`config.mk`:
```
export PLATFORM = sky130hd
export DESIGN_NAME = evt_status_unit
export DESIGN_NICKNAME = d
export VERILOG_FILES = /design/src/rtl/evt_status_pkg.sv /design/src/rtl/evt_status_ctrl.sv /design/src/rtl/evt_status_dp.sv /design/src/rtl/evt_status_unit.sv
export SDC_FILE = /design/constraint.sdc
export NUM_CORES = 1
export LEC_CHECK = 0
export CAP_MARGIN = 40
export CORE_MARGIN = 3
export CORE_UTILIZATION = 33
export CTS_BUF_LIST = sky130_fd_sc_hd__clkbuf_16
export DETAILED_ROUTE_END_ITERATION = 12
export GPL_TIMING_DRIVEN = 0
export MAX_ROUTING_LAYER = met4
export PLACE_DENSITY = 0.85
export SLEW_MARGIN = 20
export SYNTH_ARGS = -nofsm -noshare
export SYNTH_HDL_FRONTEND = slang
export SYNTH_SLANG_ARGS = --single-unit
```
`constraint.sdc`:
```
create_clock -name clk -period 1.2 [get_ports clk]
set_input_delay 0.18 -clock clk [delete_from_list [all_inputs] [get_ports clk]]
set_output_delay 0.18 -clock clk [all_outputs]
set_load 0.02 [all_outputs]
```
`src/rtl/evt_status_pkg.sv`:
```
package evt_status_pkg;
  localparam int REG_W   = 8;
  localparam int BIT_PON = 7;
  localparam int BIT_CMD = 5;
  localparam int BIT_EXE = 4;
  localparam int BIT_QRY = 2;
  localparam int BIT_OPC = 0;
  localparam int SUM_BIT = 5;

  localparam logic [REG_W-1:0] USED_MASK =
    REG_W'((1 << BIT_PON) | (1 << BIT_CMD) | (1 << BIT_EXE) | (1 << BIT_QRY) | (1 << BIT_OPC));

  typedef struct packed {
    logic [REG_W-1:0] setBits;   // bits to set this cycle
    logic             clearEvt;  // empty the event register
    logic             enWrite;   // load the enable register
  } ctlStrobes_t;
endpackage

```
`src/rtl/evt_status_ctrl.sv`:
```
module evt_status_ctrl
  import evt_status_pkg::*;
(
  input  logic        clk,
  input  logic        rstN,
  input  logic        pwrOnStb,
  input  logic        cmdErrStb,
  input  logic        execErrStb,
  input  logic        queryErrStb,
  input  logic        opcArm,
  input  logic        opsBusy,
  input  logic        evtReadStb,
  input  logic        clearAllStb,
  input  logic        enWrEn,
  output ctlStrobes_t strobes
);
  logic ponDone;
  logic opcArmed;
  logic opcFire;
  logic [REG_W-1:0] rawSet;

  // Completion fires when a request is pending and the work has drained
  assign opcFire = opcArmed && !opsBusy;

  always_ff @(posedge clk or negedge rstN) begin
    if (!rstN) begin
      ponDone  <= 1'b0;
      opcArmed <= 1'b0;
    end else begin
      ponDone <= 1'b1;
      if (clearAllStb)  opcArmed <= 1'b0;
      else if (opcFire) opcArmed <= 1'b0;
      else if (opcArm)  opcArmed <= 1'b1;
    end
  end

  always_comb begin
    rawSet          = '0;
    rawSet[BIT_PON] = pwrOnStb || !ponDone;
    rawSet[BIT_CMD] = cmdErrStb;
    rawSet[BIT_EXE] = execErrStb;
    rawSet[BIT_QRY] = queryErrStb;
    rawSet[BIT_OPC] = opcFire;
  end

  always_comb begin
    strobes.setBits  = rawSet & USED_MASK;
    strobes.clearEvt = evtReadStb || clearAllStb;
    strobes.enWrite  = enWrEn;
  end
endmodule

```
`src/rtl/evt_status_dp.sv`:
```
module evt_status_dp
  import evt_status_pkg::*;
(
  input  logic             clk,
  input  logic             rstN,
  input  ctlStrobes_t      strobes,
  input  logic [REG_W-1:0] enWrData,
  output logic [REG_W-1:0] evtReg,
  output logic [REG_W-1:0] enReg,
  output logic             summary
);
  for (genvar b = 0; b < REG_W; b++) begin : g_evt
    if (USED_MASK[b]) begin : g_used
      logic bitQ;
      // A set in the clearing cycle survives the clear
      always_ff @(posedge clk or negedge rstN) begin
        if (!rstN) bitQ <= 1'b0;
        else       bitQ <= (strobes.clearEvt ? 1'b0 : bitQ) | strobes.setBits[b];
      end
      assign evtReg[b] = bitQ;
    end else begin : g_unused
      assign evtReg[b] = 1'b0;
    end
  end

  always_ff @(posedge clk or negedge rstN) begin
    if (!rstN)               enReg <= '0;
    else if (strobes.enWrite) enReg <= enWrData & USED_MASK;
  end

  assign summary = |(evtReg & enReg);
endmodule

```
`src/rtl/evt_status_unit.sv`:
```
module evt_status_unit
  import evt_status_pkg::*;
(
  input  logic             clk,
  input  logic             rstN,
  input  logic             pwrOnStb,
  input  logic             cmdErrStb,
  input  logic             execErrStb,
  input  logic             queryErrStb,
  input  logic             opcArm,
  input  logic             opsBusy,
  input  logic             evtReadStb,
  input  logic             clearAllStb,
  input  logic             enWrEn,
  input  logic [REG_W-1:0] enWrData,
  output logic [REG_W-1:0] evtRdData,
  output logic [REG_W-1:0] enRdData,
  output logic [REG_W-1:0] statusByte
);
  ctlStrobes_t strobes;
  logic        summary;

  evt_status_ctrl u_ctrl (
    .clk(clk), .rstN(rstN), .pwrOnStb(pwrOnStb), .cmdErrStb(cmdErrStb),
    .execErrStb(execErrStb), .queryErrStb(queryErrStb), .opcArm(opcArm),
    .opsBusy(opsBusy), .evtReadStb(evtReadStb), .clearAllStb(clearAllStb),
    .enWrEn(enWrEn), .strobes(strobes)
  );

  evt_status_dp u_dp (
    .clk(clk), .rstN(rstN), .strobes(strobes), .enWrData(enWrData),
    .evtReg(evtRdData), .enReg(enRdData), .summary(summary)
  );

  always_comb begin
    statusByte          = '0;
    statusByte[SUM_BIT] = summary;
  end
endmodule

```
# [Word level (Yosys, flattened, before mapping)]
# Index checks and enable logic that the tools add are counted.
[op_classes] reduce_logical=7 muxes=8 bitwise_logic=6
[ops] op="AND 8 bit" n=1
[ops] op="2-to-1 mux 1 bit" n=8
[ops] op="OR reduction 8 bit" n=1
[ops] op="bitwise OR 1 bit" n=5
[ops] op="nonzero test 3 bit" n=1
[ops] op="logical NOT 1 bit" n=2
[ops] op="logical OR 1 bit" n=2
[ops] op="logical AND 1 bit" n=1
[totals] wordCells=29 register_bits=12 input_bits=19 output_inout_bits=24

# [Longest topological paths before layout]
# Gate-level depths: netlist (run 1).
[logic_depth] depth_word=4 mapped_depth=3 ltp_nobuf=2

# [Cells and area by module]
# A second synthesis (run 1) with hierarchy kept.
[hier_totals] hier_cells=62 hier_area_um2=669.4
[modules_own_cells] mod="evt_status_dp" n_inst=1 area_per_inst_um2=455.4 cells_per_inst=36 seq_area_each_um2=250.2
[modules_own_cells] mod="evt_status_ctrl" n_inst=1 area_per_inst_um2=150.1 cells_per_inst=17 seq_area_each_um2=50.0
[modules_own_cells] mod="evt_status_unit" n_inst=1 area_per_inst_um2=63.8 cells_per_inst=9 seq_area_each_um2=0.0

# [Worst setup path after synthesis (run 1)]
# Ideal clock, no wire load.
[synth_path] path_kind="register to output" start="reg u_dp.enReg[7]" end="out statusByte[5]" t_required_ps=1020 path_buffers=1 t_arrival_ps=1008 path_stages_with_launch=4 path_slack_ps=12 path_cell_list="dfrtp_1 a222oi_1 nand2_1 buf_4"
[synth_via] elab_chain_cells=2
[synth_lines] element="start: declaration" line="evt_status_dp.sv:9" source="output logic [REG_W-1:0] enReg,"
[synth_lines] element="start signal: assignment" line="evt_status_dp.sv:28" source="else if (strobes.enWrite) enReg <= enWrData & USED_MASK;"
[synth_lines] element="AND 8 bit" line="evt_status_dp.sv:31" source="assign summary = |(evtReg & enReg);"
[synth_lines] element="OR reduction 8 bit" line="evt_status_dp.sv:31"
[synth_lines] element="end: declaration" line="evt_status_unit.sv:18" source="output logic [REG_W-1:0] statusByte"
# No other way between the ends.

# [Worst setup path after layout (run 1)]
[layout_path] start="reg u_dp.enReg[2]" end="out statusByte[5]"
# The elaborated chain is that of the path after synthesis.

==> tab_implementation.tex, run 1 <==
\begin{tabular}{lr}
\hline
Metric & Value \\
\hline
\multicolumn{2}{l}{\textbf{Power and ir drop}} \\
Relative contribution of the clock network to total power & 0.431 \\
Switching portion of total power & 0.228 \\
Cell Pwr Density & around 1300 nW/um\^{}2 \\
Maximum vdd ir drop & 1.13 mV \\
Cell internal pwr & around 0.001 W \\
Flop pwr share & 0.347 \\
Static leakage power & 0.524 nW \\
Net switching power & approximately 0.0003 W \\
Combinational cell fraction of total power & 0.222 \\
\multicolumn{2}{l}{\textbf{Global route}} \\
Initial antenna violation count & 0 \\
First-pass GRT wire length & between 2 and 2.5 mm \\
Via count of the first global-routing pass & between 400 and 500 \\
Pin count of the biggest net entering global routing & 13 \\
Gr ovfl total & 0 \\
Global routing usage summed across all routing layers & 0.117 \\
\multicolumn{2}{l}{\textbf{Synthesis}} \\
Cell area after technology mapping & $\sim$600 sq um \\
Sequential cell area fraction in the yosys report & 0.504 \\
Number of instances in the synthesized netlist & 51 \\
Flop and latch count out of synthesis & 12 \\
Synthesis warning total & 0 \\
Count of cell types in the netlist & 14 \\
Per-instance average area after synthesis & 11.7 sq um \\
\multicolumn{2}{l}{\textbf{Setup path}} \\
Required @ worst endpoint & around 1 ns \\
CP Launch Point & u\_dp.enReg[2]\$\_DFFE\_PN0P\_ \\
Top Family by Delay on Critical Path & flip-flops \\
Worst Path Buf+Inv & 1 \\
Setup crit start kind & flop \\
R2r worst-path depth & 3 \\
Worst flop-to-flop path endpoint & u\_dp.g\_evt[7].g\_used.bitQ\$\_DFF\_PN0\_ \\
Worst r2r src & u\_dp.g\_evt[7].g\_used.bitQ\$\_DFF\_PN0\_ \\
R2R Setup Slk & roughly 0.21 ns \\
Ordered list of cells on the worst path & a222oi\_1, nand2\_1, buf\_6 \\
Kind of critical path & reg -> out \\
Endpoint class of the critical path & output pin \\
Critical path's slowest cell & dfrtp\_1 \\
Critical path fanouts, max & 3 \\
Signal arrival time at the worst endpoint & between 1 and 1.5 ns \\
Highest cell delay on the worst timing path & approximately 0.39 ns \\
\multicolumn{2}{l}{\textbf{Timing}} \\
Unrepaired setup endpoints after global routing & yes \\
Actual transition at the worst max-transition pin & 0.539 ns \\
Fraction of the cycle the final worst path needs & 1.18 \\
Setup clock skew after layout & roughly 0.00046 ns \\
Final slew viol count & 0 \\
Final total negative setup slack & -0.211 ns \\
Final setup slack of the worst path & -0.211 ns \\
Max-Slew Margin vs Limit & 0.639 \\
Count of final setup violators & 1 \\
Final hold violations & 0 \\
Crit path time final & between 1 and 1.5 ns \\
Achievable Freq & roughly 0.71 GHz \\
\multicolumn{2}{l}{\textbf{CTS}} \\
Clock-pin slew on the worst setup and hold paths & 0.04 ns \\
Number of buffers created by CTS & 3 \\
Count of clock tree sinks & 12 \\
H-Tree Level Count & 1 \\
Buffer levels on the longest clock path & 2 \\
Root buffer cell & clkbuf\_16 \\
TritonCTS clock tree & built \\
Latest clock arrival within the worst-skew pair & 0.23 ns \\
\multicolumn{2}{l}{\textbf{Flow run}} \\
Maxcap violations & 0 \\
\multicolumn{2}{l}{\textbf{Drt}} \\
Count of unresolved DRC violations after routing & 0 \\
Number of violations reported at the end of detailed-routing iteration 0 & 2 \\
Post-detailed-route wirelength per cell & $\sim$11 um \\
DRT Pass-1 Iters & 4 \\
Count of vias placed by the detailed router & approximately 460 \\
Total detailed-routing wirelength & approximately 1.3 mm \\
Post-route antenna net violation count & 0 \\
Via/cell ratio & about 3.8 \\
\multicolumn{2}{l}{\textbf{Final layout}} \\
Fraction of layout instances using a drive strength above 1 & 0.337 \\
Post-route cell area & between 1000 and 1500 sq um \\
Signed area change from the synthesized netlist to the final layout & 70.8\% \\
End-of-flow core utilization & 0.638 \\
Number of nets in the final layout & between 100 and 150 \\
ANT cells & 0 \\
\multicolumn{2}{l}{\textbf{Die}} \\
Die Footprint & 2350 sq um \\
Starting utilization of the core area & 0.374 \\
Height of the die & roughly 48 um \\
Row count & 14 \\
Die width & between 40 and 50 um \\
Area of the placeable core & about 1600 sq um \\
I/O pin count & 43 \\
\multicolumn{2}{l}{\textbf{Placement}} \\
Routability congestion estimate from global placement & around 0.67 \\
Number of port buffers & 26 \\
Total placed instance area & between 900 and 1000 sq um \\
\multicolumn{2}{l}{\textbf{Min path}} \\
Type of the most critical hold path & in -> async \\
\multicolumn{2}{l}{\textbf{Status}} \\
Outcome & complete, but fails checks \\
Violated checks & setup timing \\
\hline
\end{tabular}
## cell usage in the layout, fill, tap and decap left out
cell type | Yosys | layout
buf_4 | 19 | 22
clkdlybuf4s50_1 | 0 | 15
conb_1 | 2 | 14
dfrtp_1 | 12 | 12
mux2_1 | 5 | 5
dlygate4sd2_1 | 0 | 5
buf_6 | 0 | 4
a21o_1 | 3 | 3
clkbuf_16 | 0 | 3
inv_1 | 2 | 2
buf_2 | 0 | 2
nor2_2 | 1 | 1
a211o_1 | 1 | 1
a222oi_1 | 1 | 1
a22oi_1 | 1 | 1
nand2_1 | 1 | 1
a22o_1 | 1 | 1
mux2i_1 | 1 | 1
nor2_1 | 1 | 1
## synth_stat cells, drive strengths merged
cell    number  share of area
nand2        1         0.0063
nor2         2          0.017
conb         2          0.013
a21o         3          0.038
inv          2          0.013
dfrtp       12           0.50
mux2i        1          0.017
a222oi       1          0.017
a22oi        1          0.013
a211o        1          0.015
buf         19           0.24
mux2         5          0.095
a22o         1          0.015
## worst max path at each step
| stage | endpoint | slack [ns] | depth (start not counted) |
|---|---|---|---|
| floorplan | statusByte[5] | 0.01 | 3 |
| global placement | statusByte[5] | -0.44 | 4 |
| detailed placement | statusByte[5] | -0.46 | 4 |
| CTS | statusByte[5] | -0.20 | 3 |
| global route | statusByte[5] | -0.31 | 3 |
| finish | statusByte[5] | -0.21 | 3 |
## registers in the layout, summed over array words and instances, names as in the netlist
signal,cells
u_dp.enReg,5
u_dp.g_evt.g_used.bitQ,5
u_ctrl.opcArmed,1
u_ctrl.ponDone,1
## final cells by class
class | count | area [sq um]
inverters | 2 | 7.51
plain buffers | 18 | 135
flip-flops and latches | 12 | 300
repair buffers | 30 | 279
fillers | 139 | 577
multi-input cells | 30 | 190
clock buffers | 3 | 75.1
well taps | 24 | 30.0
## cells by family (layout without fill, tap and decap cells)
| kind of cell | count (synthesis) | in the layout | share of synthesized area |
|---|---|---|---|
| flops | 12 | 12 | 0.504 |
| simple gates | 3 | 3 | 0.0231 |
| mux | 6 | 6 | 0.111 |
| other cells | 2 | 14 | 0.0126 |
| buf+inv | 21 | 53 | 0.252 |
| compound gates | 7 | 7 | 0.0966 |
## power groups by stage
stage,Sequential [W],Combinational (W),Clock (W)
CTS,0.000463,0.000286,0.000588
global placement,0.000467,0.000295,0
finish,0.000462,0.000296,0.000574
floorplan,0.000484,0.000147,0
detailed placement,0.000470,0.000299,0
global route,0.000466,0.000318,0.000628
## per-layer routing
layer  share of wire  up-vias  GRT usage
met5               0        -          -
met4               0        0     0.0284
met3            0.13        0     0.0583
met2            0.48       34      0.204
met1            0.38      198      0.117
li1                -      223          -
## metrics by stage
stage / power, W / std cells / setup WS, ns / hold WS [ns]
after floorplan: 0.000631 / 63 / 0.0117 / -0.116
after global placement: 0.000763 / 113 / -0.438 / 0.490
after detailed placement: 0.000769 / 113 / -0.459 / 0.508
after CTS: 0.00134 / 117 / -0.198 / 0.319
after global routing: 0.00141 / 119 / -0.312 / 0.348
final: 0.00133 / 119 / -0.211 / 0.306
## repair_timing
action | 4_1_cts | 5_1_grt
endpoints found under the hold margin | 0 | 0
gates resized for setup | 27 | 10
cloned | 0 | 0
pin swaps | 2 | 1
hold buffers | 0 | 0
endpoints found under the setup margin | 11 | 6
setup buffers | 2 | 2
No activity file was read; power rests on OpenSTA's default activity.
==> run 2, diff against run 1 <==
--- a/config.mk
+++ b/config.mk
@@ -5,7 +5,6 @@
 export SDC_FILE = /design/constraint.sdc
 export NUM_CORES = 1
 export LEC_CHECK = 0
-export CAP_MARGIN = 40
 export CORE_MARGIN = 3
 export CORE_UTILIZATION = 33
 export CTS_BUF_LIST = sky130_fd_sc_hd__clkbuf_16
==> results of run 2 <==
The final DEF is identical to that of run 1; final timing and power are the same.
